**src/rtl/tmr_pkg.sv**
```systemverilog
package tmr_pkg;
  localparam int unsigned ADDR_W = 3;

  typedef enum logic [1:0] {
    MD_PRE13   = 2'b00,
    MD_FULL16  = 2'b01,
    MD_RELOAD8 = 2'b10,
    MD_SPLIT   = 2'b11
  } tmr_mode_e;

  typedef enum logic [ADDR_W-1:0] {
    A_MODE  = 3'd0,
    A_CTRL  = 3'd1,
    A_T0_LO = 3'd2,
    A_T0_HI = 3'd3,
    A_T1_LO = 3'd4,
    A_T1_HI = 3'd5
  } tmr_addr_e;
endpackage

```
**src/rtl/tmr_edge.sv**
```systemverilog
module tmr_edge #(
  parameter int unsigned N = 2
) (
  input  logic         clk_i,
  input  logic         rst_ni,
  input  logic         tick_i,
  input  logic [N-1:0] pin_i,
  output logic [N-1:0] fall_o
);
  logic [N-1:0] prev_q;

  // pins are sampled once per machine cycle
  always_ff @(posedge clk_i or negedge rst_ni) begin
    if (!rst_ni)     prev_q <= '0;
    else if (tick_i) prev_q <= pin_i;
  end

  assign fall_o = {N{tick_i}} & prev_q & ~pin_i;
endmodule

```
**src/rtl/tmr_unit.sv**
```systemverilog
module tmr_unit import tmr_pkg::*; #(
  parameter bit          SPLIT_OK = 1'b0,
  parameter int unsigned DW       = 8,
  parameter int unsigned PRE_W    = 5
) (
  input  logic          clk_i,
  input  logic          rst_ni,
  input  logic [3:0]    cfg_i,      // {gate, pin_count, mode[1:0]}
  input  logic          run_i,
  input  logic          hi_run_i,   // split-mode run for the high half
  input  logic          tick_i,
  input  logic          evt_i,
  input  logic          gate_pin_i,
  input  logic          wr_lo_i,
  input  logic          wr_hi_i,
  input  logic [DW-1:0] wdata_i,
  output logic [DW-1:0] lo_o,
  output logic [DW-1:0] hi_o,
  output logic          ovf_o,
  output logic          ovf_hi_o
);
  localparam int unsigned CW = 2 * DW;

  tmr_mode_e     mode;
  logic          go, inc, hi_inc;
  logic [DW-1:0] lo_q, hi_q, lo_n, hi_n;
  logic [CW-1:0] full_n;
  logic          ovf_n, ovf_hi_n;

  assign mode   = tmr_mode_e'(cfg_i[1:0]);
  assign go     = run_i & (~cfg_i[3] | gate_pin_i);
  assign inc    = go & (cfg_i[2] ? evt_i : tick_i) & (SPLIT_OK | (mode != MD_SPLIT));
  assign hi_inc = (SPLIT_OK && mode == MD_SPLIT) ? (hi_run_i & tick_i) : 1'b0;
  assign full_n = {hi_q, lo_q} + 1'b1;

  always_comb begin
    lo_n     = lo_q;
    hi_n     = hi_q;
    ovf_n    = 1'b0;
    ovf_hi_n = 1'b0;
    if (inc) begin
      case (mode)
        MD_PRE13: begin
          lo_n[PRE_W-1:0] = lo_q[PRE_W-1:0] + 1'b1;
          if (&lo_q[PRE_W-1:0]) begin
            hi_n  = hi_q + 1'b1;
            ovf_n = &hi_q;
          end
        end
        MD_FULL16: begin
          lo_n  = full_n[DW-1:0];
          hi_n  = full_n[CW-1:DW];
          ovf_n = &{hi_q, lo_q};
        end
        MD_RELOAD8: begin
          if (&lo_q) begin
            lo_n  = hi_q;
            ovf_n = 1'b1;
          end else begin
            lo_n = lo_q + 1'b1;
          end
        end
        MD_SPLIT: begin
          lo_n  = lo_q + 1'b1;
          ovf_n = &lo_q;
        end
      endcase
    end
    if (hi_inc) begin
      hi_n     = hi_q + 1'b1;
      ovf_hi_n = &hi_q;
    end
    if (wr_lo_i) lo_n = wdata_i;
    if (wr_hi_i) hi_n = wdata_i;
  end

  always_ff @(posedge clk_i or negedge rst_ni) begin
    if (!rst_ni) begin
      lo_q <= '0;
      hi_q <= '0;
    end else begin
      lo_q <= lo_n;
      hi_q <= hi_n;
    end
  end

  assign lo_o     = lo_q;
  assign hi_o     = hi_q;
  assign ovf_o    = ovf_n;
  assign ovf_hi_o = ovf_hi_n;

  p_stopped_hold_r3: assert property (@(posedge clk_i) disable iff (!rst_ni)
    (!run_i && !wr_lo_i) |=> $stable(lo_q));

  p_reload_r8: assert property (@(posedge clk_i) disable iff (!rst_ni)
    (mode == MD_RELOAD8 && inc && (&lo_q) && !wr_lo_i) |=> (lo_q == $past(hi_q)));

  p_carry_r7: assert property (@(posedge clk_i) disable iff (!rst_ni)
    (mode == MD_FULL16 && inc && (&lo_q) && !wr_hi_i) |=> (hi_q == $past(hi_q) + 1'b1));

  p_split_hi_hold_r9: assert property (@(posedge clk_i) disable iff (!rst_ni)
    (mode == MD_SPLIT && !hi_run_i && !wr_hi_i) |=> $stable(hi_q));
endmodule

```
**src/rtl/tmr_pair.sv**
```systemverilog
module tmr_pair import tmr_pkg::*; #(
  parameter int unsigned DW    = 8,
  parameter int unsigned PRE_W = 5
) (
  input  logic              clk_i,
  input  logic              rst_ni,
  input  logic              tick_i,
  input  logic [1:0]        cnt_pin_i,
  input  logic [1:0]        gate_pin_i,
  input  logic              wr_en_i,
  input  logic [ADDR_W-1:0] addr_i,
  input  logic [DW-1:0]     wdata_i,
  output logic [DW-1:0]     rdata_o,
  input  logic [1:0]        ack_i,
  output logic [1:0]        ovf_o
);
  localparam int unsigned NT = 2;

  logic [7:0]    mode_q;
  logic [NT-1:0] tr_q, tf_q, tf_set, ovf_p, ovf_hi_p, evt;
  logic [DW-1:0] cnt_lo [NT];
  logic [DW-1:0] cnt_hi [NT];
  logic          wr_mode, wr_ctrl, wr_t1, split0;

  assign wr_mode = wr_en_i && addr_i == A_MODE;
  assign wr_ctrl = wr_en_i && addr_i == A_CTRL;
  assign wr_t1   = wr_en_i && (addr_i == A_T1_LO || addr_i == A_T1_HI);
  assign split0  = mode_q[1:0] == MD_SPLIT;

  tmr_edge #(.N(NT)) u_edge (
    .clk_i  (clk_i),
    .rst_ni (rst_ni),
    .tick_i (tick_i),
    .pin_i  (cnt_pin_i),
    .fall_o (evt)
  );

  for (genvar i = 0; i < NT; i++) begin : g_tmr
    localparam logic [ADDR_W-1:0] LO_A = ADDR_W'(int'(A_T0_LO) + 2 * i);
    localparam logic [ADDR_W-1:0] HI_A = ADDR_W'(int'(A_T0_HI) + 2 * i);

    tmr_unit #(.SPLIT_OK(i == 0), .DW(DW), .PRE_W(PRE_W)) u_unit (
      .clk_i      (clk_i),
      .rst_ni     (rst_ni),
      .cfg_i      (mode_q[4*i +: 4]),
      .run_i      (tr_q[i]),
      .hi_run_i   (tr_q[1]),
      .tick_i     (tick_i),
      .evt_i      (evt[i]),
      .gate_pin_i (gate_pin_i[i]),
      .wr_lo_i    (wr_en_i && addr_i == LO_A),
      .wr_hi_i    (wr_en_i && addr_i == HI_A),
      .wdata_i    (wdata_i),
      .lo_o       (cnt_lo[i]),
      .hi_o       (cnt_hi[i]),
      .ovf_o      (ovf_p[i]),
      .ovf_hi_o   (ovf_hi_p[i])
    );
  end

  // in split mode timer 0's high half owns flag 1
  assign tf_set[0] = ovf_p[0];
  assign tf_set[1] = split0 ? ovf_hi_p[0] : (ovf_p[1] | ovf_hi_p[1]);

  always_ff @(posedge clk_i or negedge rst_ni) begin
    if (!rst_ni) begin
      mode_q <= '0;
      tr_q   <= '0;
      tf_q   <= '0;
    end else begin
      if (wr_mode) mode_q <= wdata_i[7:0];
      if (wr_ctrl) tr_q   <= {wdata_i[6], wdata_i[4]};
      for (int n = 0; n < NT; n++) begin
        if (tf_set[n])    tf_q[n] <= 1'b1;
        else if (wr_ctrl) tf_q[n] <= wdata_i[5 + 2*n];
        else if (ack_i[n]) tf_q[n] <= 1'b0;
      end
    end
  end

  always_comb begin
    rdata_o = '0;
    case (tmr_addr_e'(addr_i))
      A_MODE:  rdata_o = DW'(mode_q);
      A_CTRL:  rdata_o = {tf_q[1], tr_q[1], tf_q[0], tr_q[0], {(DW-4){1'b0}}};
      A_T0_LO: rdata_o = cnt_lo[0];
      A_T0_HI: rdata_o = cnt_hi[0];
      A_T1_LO: rdata_o = cnt_lo[1];
      A_T1_HI: rdata_o = cnt_hi[1];
      default: rdata_o = '0;
    endcase
  end

  assign ovf_o = tf_q;

  p_flag_set_r11: assert property (@(posedge clk_i) disable iff (!rst_ni)
    tf_set[0] |=> tf_q[0]);

  p_ack_clear_r11: assert property (@(posedge clk_i) disable iff (!rst_ni)
    (ack_i[0] && !tf_set[0] && !wr_ctrl) |=> !tf_q[0]);

  p_t1_frozen_r10: assert property (@(posedge clk_i) disable iff (!rst_ni)
    (mode_q[5:4] == MD_SPLIT && !wr_t1) |=> $stable({cnt_hi[1], cnt_lo[1]}));

  p_split_flag1_r9: assert property (@(posedge clk_i) disable iff (!rst_ni)
    (split0 && !ovf_hi_p[0] && !wr_ctrl) |=> !$rose(tf_q[1]));
endmodule

```
**config.mk**
```make
export PLATFORM = sky130hd
export DESIGN_NAME = tmr_pair
export DESIGN_NICKNAME = d
export VERILOG_FILES = /design/src/rtl/tmr_pkg.sv /design/src/rtl/tmr_edge.sv /design/src/rtl/tmr_unit.sv /design/src/rtl/tmr_pair.sv
export SDC_FILE = /design/constraint.sdc
export NUM_CORES = 1
export LEC_CHECK = 0
export BUFFER_PORTS_ARGS = -buffer_cell sky130_fd_sc_hd__buf_2
export CELL_PAD_IN_SITES_DETAIL_PLACEMENT = 0
export CELL_PAD_IN_SITES_GLOBAL_PLACEMENT = 1
export CORE_AREA = 2 2 93 95
export CTS_CLUSTER_DIAMETER = 30
export DETAILED_ROUTE_END_ITERATION = 7
export DIE_AREA = 0 0 95 97
export MAX_ROUTING_LAYER = met4
export PLACE_DENSITY = 0.78
export SLEW_MARGIN = 20
export SYNTH_ARGS = -nofsm -noshare
export SYNTH_HDL_FRONTEND = slang
export SYNTH_SLANG_ARGS = --single-unit
```
**constraint.sdc**
```tcl
create_clock -name clk_i -period 2.07 [get_ports clk_i]
set_input_delay 0.414 -clock clk_i [delete_from_list [all_inputs] [get_ports clk_i]]
set_output_delay 0.414 -clock clk_i [all_outputs]
set_load 0.01 [all_outputs]
```
==> impl_metrics.ini, run 1 <==
[status]
outcome = finished, final reports clean

[timing]
hold_viol = 0
hold_ws_ns = 0.104
worst_slack_ns = 0.0591
worstMarginPinSlew_ns = 0.604
period_minus_slack_ns = 2.01
rsz0062_at_grt = yes
fmax_mhz = 497
clock_skew_ns = 0.00803
fin_crit_sh_pct = 97.1
slew_headroom_pct = 59.7
slew_violations = 0
finalSetupViolCount = 0

[floorplan]
num_io_pins = 31
die_h_um = 97
die_w_um = 95
rows = 33
coreArea_um2 = 8130
die-area_um2 = 9220
initial_core_util_pct = 40.2

[synth]
synth_ff_type = dfrtp_1
syn-num-nets = 396
avgSynthCellArea_um2 = 8.87
yosysWarnings = 0
synth_area_leaders = dfrtp_1 (35%), mux2_2 (6.5%), o21ai_0 (4.4%), nand2_1 (4.1%), mux2i_1 (4.0%)
synth_seq_cells = 46
synth_area_um2 = 3270
yosysTopAreaCellShare_pct = 35.2
yosysSeqAreaShare_pct = 35.2
ys_types = 62
synth_top_area_cell = dfrtp_1
synth_edf_count = 0
async_flop_share_pct = 100
synthCells = 369

[routing]
wl_per_cell_um = 18.4
antenna_left = 0
wirelength_um = 9930
dr.pass1.iters = 4
via_per_inst = 5.81
via_count = 3129
drcViolationCount = 0
first_iter_violations = 226

[critical_path]
cp.required_ns = 1.66
reg2reg_slack_ns = 0.11
rr_endpoint = g_tmr[1].u_unit.hi_o[5]
cp_max_fo = 7
endpoint_kind = output pin
r2r_cells = 10
start_kind = flop
r2r-start = g_tmr[1].u_unit.lo_o[1]
worst_ep_arrival_time_ns = 1.60
critical_path_class = reg -> out

[global_route]
grt_pass1_vias = 3049
grt.overflow.total = 0
antenna_found_initial = 0
grt_pass1_wl_um = 16200
grtUsageMet3_pct = 2.34
grt_max_degree = 24
track_usage_pct = 23.3
grtUsageMet2_pct = 33.6
grt-busiest-layer = met1
gr-usage-met1_pct = 34.7

[placement]
dp_hpwl_um = 7550
place_congestion = 0.967
port_buffers = 30
dpl.cell_count = 529
pre_cts_slack_ns = 0.0143

[power_and_ir_drop]
p_seq_share_pct = 41.1
combPwrFrac_pct = 41.5
switching_power_mw = 1.52
leakagePower_nw = 1.66
power_frac_clock_pct = 17.3
switching_share_pct = 39.7
internal_power_mw = 2.31
powerDensity_nw_per_um2 = 966
p_total_mw = 3.84
ir_drop_uv = 355

[final_layout]
drive_gt1_share_pct = 29.5
stdcell_count = 539
diodes = 0
final_nets = 460
syn2layout_area_growth_pct = 21.3

[job]
max-cap-violations = 0

[clocking]
cts_sinks = 46
hold_buffers = 0
clk_pin_slew_ns = 0.09
clock_path_buffers = 2
cts_tree = yes
root_buffer = clkbuf_8
cts_buffers = 5
clk_latency_ns = 0.31
htreeDepth = 2

[min_path]
hp-class = in -> async
state kept, by name (all words and copies together) (netlist names):
register,cells
g_tmr.u_unit.lo_o,16
tr_q,2
g_tmr.u_unit.hi_o,16
u_edge.prev_q,2
mode_q,8
ovf_o,2
worst max path at each step:
| stage | from | to | cells after the start |
|---|---|---|---|
| 2_1_floorplan | g_tmr[1].u_unit.lo_o[0] | g_tmr[1].u_unit.hi_o[7] | 10 |
| 3_3_place_gp | cnt_pin_i[1] | g_tmr[1].u_unit.lo_o[0] | 8 |
| 3_5_place_dp | g_tmr[1].u_unit.lo_o[1] | g_tmr[1].u_unit.hi_o[7] | 10 |
| 4_1_cts | mode_q[0] | rdata_o[0] | 4 |
| 5_1_grt | g_tmr[1].u_unit.lo_o[1] | g_tmr[1].u_unit.hi_o[5] | 10 |
| 6_report | g_tmr[0].u_unit.lo_o[3] | rdata_o[3] | 5 |
synthesized netlist by cell type (all sizes together) (8+ instances only):
library cell	n
dfrtp	46
nand2	36
nor2	31
o21ai	29
a21oi	20
mux2	19
nand3	15
mux2i	13
nand4	12
and3	11
clkbuf	11
inv	11
nor2b	9
o22ai	8
area by class of cell:
class / instances / area, um2
clock buffers: 8 / 110
inverters: 11 / 41.3
fillers: 800 / 4160
flip-flops and latches: 46 / 1150
multi-input cells: 297 / 2070
well taps: 105 / 131
repair buffers: 72 / 465
through the flow:
step	utilization [%]	area (um2)	setup TNS [ns]
2_1_floorplan	-	3300	0
5_1_grt	48.8	3970	-0.0413
3_5_place_dp	46.7	3800	0
4_1_cts	48.0	3910	0
3_3_place_gp	46.7	3800	0
6_report	48.8	3970	0
worst max-delay path, cell delays in order, from the launching register on:
cell	delay, ns
dfrtp_1	0.41
buf_4	0.17
mux2_2	0.27
a22oi_1	0.14
o22ai_1	0.13
buf_2	0.17
layout by cell type, fill, tap and decap left out, types with 3 or more instances in the layout:
master	n
dfrtp_1	45
nand3_1	12
nand3_2	3
nor2b_1	8
a21o_1	5
a211oi_1	6
mux2_2	19
xor2_1	7
nor2_2	3
clkbuf_8	8
a31oi_1	6
nor3b_1	3
buf_4	42
xnor2_1	6
mux2i_1	13
a221oi_1	3
nand2b_1	5
ha_4	3
o21ai_0	27
inv_1	9
o22a_1	3
nor2_1	28
and3_1	11
a22oi_1	7
nand4_1	12
buf_2	30
nand2_1	36
o22ai_1	8
a21oi_1	20
power by group through the flow:
stage / clock [mW] / combinational (mW) / sequential, mW
finish: 0.665 / 1.59 / 1.58
global route: 0.714 / 1.78 / 1.63
CTS: 0.680 / 1.53 / 1.55
detailed placement: 0 / 1.52 / 1.57
global placement: 0 / 1.48 / 1.56
floorplan: 0 / 0.970 / 1.48
layer usage:
layer	vias up	wire (um)
met5	-	0
met4	0	174
met3	13	477
met2	94	4440
met1	1517	4830
li1	1505	-
cell families (layout without fill, tap and decap cells):
| kind of cell | after synthesis | after routing | synth area share, % |
|---|---|---|---|
| XOR/XNOR | 13 | 13 | 3.48 |
| AO/OA/AOI/OAI | 109 | 109 | 22.8 |
| AND/OR/NAND/NOR | 136 | 136 | 21.3 |
| flip-flops | 46 | 46 | 35.2 |
| buffers and inverters | 26 | 91 | 3.78 |
| adder cells (fa/ha/maj) | 6 | 6 | 2.29 |
| multiplexers | 33 | 33 | 11.2 |
repair_timing:
action / CTS / global route
endpoints found under the hold margin: 0 / 0
pin swaps: 2 / 7
gates resized for setup: 0 / 13
endpoints found under the setup margin: 2 / 13
setup buffers: 0 / 2
Power figures use the tool's default switching activity.
==> run 2, diff against run 1 <==
- CELL_PAD_IN_SITES_DETAIL_PLACEMENT: 0 -> 1
- PLACE_DENSITY: 0.78 -> unset
- PLACE_DENSITY_LB_ADDON: unset -> 0.05
==> run 2 against run 1 <==
Net effect:
- worst setup slack improved by 0.012 ns
- register-to-register slack about the same
- fmax is 0.58% higher
- via count up 0.64%
- sequential power about the same
- clock power grew 3%
- first-iteration DRC count down 50%
- critical endpoint is now rdata_o[5]
==> impl_metrics.ini, run 2 (synthesis gave the netlist of run 1 again) <==
[critical_path]
rr_endpoint = g_tmr[1].u_unit.hi_o[5]
endpoint_kind = output pin
cp_num_buf_inv = 2
cp.required_ns = 1.66
worst_ep_arrival_time_ns = 1.59
critical_path_class = reg -> out
slowest_stage = mux4_2
path_cells = mux4_2 > inv_1 > o22ai_1 > buf_2
cp_slowest_stage_delay_ns = 0.48
r2r-start = g_tmr[1].u_unit.lo_o[1]
cp_max_fo = 5
start_kind = flop
reg2reg_slack_ns = 0.10
r2r_cells = 10
cpLargestDelayFamily = multiplexers

[clocking]
cts_buffers = 5
root_buffer = clkbuf_8
clk_pin_slew_ns = 0.09
cts_sinks = 46
cts_tree = yes
htreeDepth = 2
clock_path_buffers = 2
clk_latency_ns = 0.30

[timing]
worstMarginPinSlew_ns = 0.552
rsz0062_at_grt = yes
slew_headroom_pct = 63.2
clock_skew_ns = 0.00688
period_minus_slack_ns = 2.00
fin_crit_sh_pct = 96.6
slew_violations = 0
worst_slack_ns = 0.0707
hold_ws_ns = 0.0806
finalSetupViolCount = 0
hold_viol = 0
fmax_mhz = 500

[final_layout]
final_common_cell = dfrtp_1
final_nets = 458
syn2layout_area_growth_pct = 21.6
drive_gt1_share_pct = 28.9
diodes = 0
fillers = 982
final_cell_mix = dfrtp_1 (44), buf_4 (38), nand2_1 (36), buf_2 (30), nor2_1 (29)

[placement]
dp_hpwl_um = 8480
port_buffers = 30
place_congestion = 0.885
pre_cts_slack_ns = -0.0680

[routing]
dr.pass1.iters = 4
first_iter_violations = 113
via_per_inst = 5.86
via_count = 3149
drcViolationCount = 0
wirelength_um = 10900
wl_per_cell_um = 20.3
antenna_left = 0

[global_route]
track_usage_pct = 26.1
grt_pass1_wl_um = 18200
grt_pass1_vias = 3302
antenna_found_initial = 0
grt_max_degree = 27
grt.overflow.total = 0

[floorplan]
coreArea_um2 = 8130
rows = 33
initial_core_util_pct = 40.2
num_io_pins = 31
die_h_um = 97
die_w_um = 95
die-area_um2 = 9220

[min_path]
hp-class = in -> async

[power_and_ir_drop]
leakagePower_nw = 1.65
powerDensity_nw_per_um2 = 976
ir_drop_uv = 430

[job]
max-cap-violations = 0

[status]
outcome = finished, final reports clean
==> run 2: cell count changes in the layout (fill, tap and decap cells not counted), moves of 2 or more <==
cell,before,now
clkbuf_1,0,2
buf_4,42,38
clkbuf_8,8,5
buf_12,0,2
==> run 2: worst max path at each step <==
stage | from | end | depth (start not counted)
2_1_floorplan | g_tmr[1].u_unit.lo_o[0] | g_tmr[1].u_unit.hi_o[7] | 10
3_3_place_gp | cnt_pin_i[1] | g_tmr[1].u_unit.lo_o[6] | 7
3_5_place_dp | g_tmr[1].u_unit.lo_o[0] | g_tmr[1].u_unit.hi_o[3] | 10
4_1_cts | g_tmr[1].u_unit.lo_o[0] | g_tmr[1].u_unit.hi_o[7] | 10
5_1_grt | g_tmr[1].u_unit.lo_o[0] | g_tmr[1].u_unit.hi_o[5] | 10
6_report | g_tmr[1].u_unit.hi_o[5] | rdata_o[5] | 4
==> run 2: stage by stage <==
| stage | cell area (um2) | instances | utilization, % | power (mW) | TNS, ns |
|---|---|---|---|---|---|
| after floorplan | 3300 | 369 | - | 2.45 | 0 |
| after global placement | 3780 | 523 | 46.4 | 3.04 | 0 |
| after detailed placement | 3780 | 523 | 46.4 | 3.09 | -0.132 |
| after CTS | 3880 | 531 | 47.7 | 3.79 | 0 |
| after global routing | 3980 | 537 | 48.9 | 4.19 | -0.0521 |
| final | 3980 | 537 | 48.9 | 3.88 | 0 |
==> run 2: timing repair <==
| item | CTS | global route |
|---|---|---|
| hold buffers | 0 | 0 |
| pin swaps | 2 | 6 |
| endpoints found under the setup margin | 3 | 19 |
| setup buffers | 0 | 6 |
| resized for setup | 1 | 15 |
==> run 2: cell type report <==
class	count	area (um2)	area share, %
Multi-Input combinational cell	297	2070	52.0
Sequential cell	46	1150	29.0
Timing Repair Buffer	70	475	11.9
Tap cell	105	131	3.30
Clock buffer	7	76.3	1.92
Inverter	11	43.8	1.10
Clock inverter	1	30.0	0.754
==> run 2: per-layer routing <==
metal | track usage (%) | up-vias | part of all wire [%]
met1 | 39.5 | 1582 | 51
met5 | - | - | 0
li1 | - | 1498 | -
met3 | 3.04 | 10 | 3.7
met4 | 5.13 | 0 | 1.3
met2 | 37.7 | 59 | 44
==> run 2: where the power goes <==
| group | internal [mW] | total, mW | switching, mW |
|---|---|---|---|
| logic | 0.804 | 1.59 | 0.787 |
| registers | 1.17 | 1.61 | 0.437 |
| clock network | 0.362 | 0.683 | 0.321 |
| total | 2.34 | 3.88 | 1.55 |
==> run 3, diff against run 2 <==
- CORE_AREA: 2 2 93 95 -> 2 2 85 87
- DIE_AREA: 0 0 95 97 -> 0 0 87 89
- clock period: 2.07 -> 2.4 ns (I/O delays scaled with it)
==> run 3 against run 2 <==
Net effect:
- final cell count is 7.4% lower
- critical path depth grew 5
- global-route usage up 4.3 points
- largest cell class unchanged
==> impl_metrics.ini, run 3 (synthesis gave the netlist of run 1 again) <==
[status]
outcome = finished, final reports clean

[final_layout]
fillers = 835
final_cell_mix = dfrtp_1 (45), nand2_1 (36), nor2_1 (30), buf_2 (30), o21ai_0 (28)
drive_gt1_share_pct = 24.2
syn2layout_area_growth_pct = 14.7
final_nets = 444
diodes = 0
final_common_cell = dfrtp_1

[critical_path]
cp_slowest_stage_delay_ns = 0.43
slowest_stage = dfrtp_2
rr_endpoint = g_tmr[0].u_unit.hi_o[7]
path_cells = ha_1 > nand3_1 > inv_2 > ha_1 > nor2_1 > o31ai_4 > nand3_2 > or3_1 > a31oi_1
r2r-start = g_tmr[0].u_unit.lo_o[0]
cp.required_ns = 2.63
cp_max_fo = 6
worst_ep_arrival_time_ns = 2.47
start_kind = flop
endpoint_kind = flop
reg2reg_slack_ns = 0.16
critical_path_class = reg -> reg
r2r_cells = 9
path_common_cell = ha_1

[global_route]
grt_max_degree = 21
grt.overflow.total = 0
antenna_found_initial = 0
track_usage_pct = 30.5
grt_pass1_wl_um = 17200
grt_pass1_vias = 3135

[placement]
place_congestion = 0.957
port_buffers = 30
dp_hpwl_um = 8360

[timing]
fin_crit_sh_pct = 93.3
clock_skew_ns = 0.00322
hold_viol = 0
worstMarginPinSlew_ns = 0.485
finalSetupViolCount = 0
period_minus_slack_ns = 2.24
rsz0062_at_grt = no
slew_headroom_pct = 67.6
fmax_mhz = 446
slew_violations = 0
tns_ns = 0

[routing]
via_count = 3168
wl_per_cell_um = 22.1
first_iter_violations = 167
dr.pass1.iters = 4
via_per_inst = 6.37
wirelength_um = 11000
drcViolationCount = 0
antenna_left = 0

[floorplan]
coreArea_um2 = 6720
die-area_um2 = 7740
num_io_pins = 31
rows = 30
die_h_um = 89
die_w_um = 87
initial_core_util_pct = 48.7

[min_path]
hp-class = in -> async

[power_and_ir_drop]
powerDensity_nw_per_um2 = 876
ir_drop_uv = 455
leakagePower_nw = 1.58
p_total_mw = 3.29

[clocking]
cts_sinks = 46
cts_tree = yes
root_buffer = clkbuf_8
clock_path_buffers = 2
cts_buffers = 5
htreeDepth = 2
hold_buffers = 0
clk_latency_ns = 0.30
clk_pin_slew_ns = 0.09

[job]
max-cap-violations = 0
-- run 3: through the flow --
step,worst slack (ns),hold WS [ns],instances,cell area [um2],utilization [%]
detailed placement,0.0330,0.420,485,3600,53.6
finish,0.160,0.0815,497,3750,55.9
global route,0.0131,0.101,497,3750,55.9
CTS,0.0133,0.0882,492,3710,55.2
global placement,0.127,0.417,485,3600,53.6
floorplan,0.243,0.184,369,3270,-
-- run 3: area by class of cell --
type	instances	area, um2	area share, %
tap	80	100	2.67
timing repair buffer	56	345	9.20
clock buffer	6	82.6	2.20
clock inverter	1	30.0	0.800
multi-input combinational	297	2000	53.3
inverter	11	41.3	1.10
sequential	46	1150	30.7
-- run 3: timing repair --
item                                    in CTS  in global routing
endpoints found under the setup margin       0                 11
gates resized for setup                      0                  5
buffers inserted                             0                  5
-- run 3: how the worst max path moves through the flow --
stage / to / cells past startpoint / startpoint / slack [ns]
after floorplan: g_tmr[1].u_unit.hi_o[5] / 10 / g_tmr[1].u_unit.lo_o[0] / 0.24
after global placement: g_tmr[0].u_unit.hi_o[7] / 9 / g_tmr[0].u_unit.lo_o[0] / 0.13
after detailed placement: g_tmr[1].u_unit.hi_o[3] / 10 / g_tmr[1].u_unit.lo_o[1] / 0.03
after CTS: g_tmr[0].u_unit.hi_o[7] / 9 / g_tmr[0].u_unit.lo_o[0] / 0.01
after global routing: g_tmr[1].u_unit.hi_o[7] / 10 / g_tmr[1].u_unit.lo_o[1] / 0.01
final: g_tmr[0].u_unit.hi_o[7] / 9 / g_tmr[0].u_unit.lo_o[0] / 0.16
-- run 3: report_power, final --
part	internal, mW	total [mW]	switching, mW
clock network	0.334	0.606	0.272
registers	1.01	1.42	0.408
logic	0.617	1.26	0.648
total	1.96	3.29	1.33
-- run 3: layer usage --
layer	GRT usage [%]	up-vias	wire [um]	part of all wire (%)
met3	3.79	13	627	5.7
met4	7.10	0	129	1.2
met2	46.1	87	5190	47
met1	43.7	1602	5050	46
li1	-	1466	-	-
met5	-	-	0	0
-- run 3: worst max-delay path: cells and delay by family (launching register included) --
kind | cells | cell delay (ns)
AO/OA/AOI/OAI | 2 | 0.43
adder cells (fa/ha/maj) | 2 | 0.42
buffers and inverters | 1 | 0.13
flip-flops | 1 | 0.43
AND/OR/NAND/NOR | 4 | 0.75
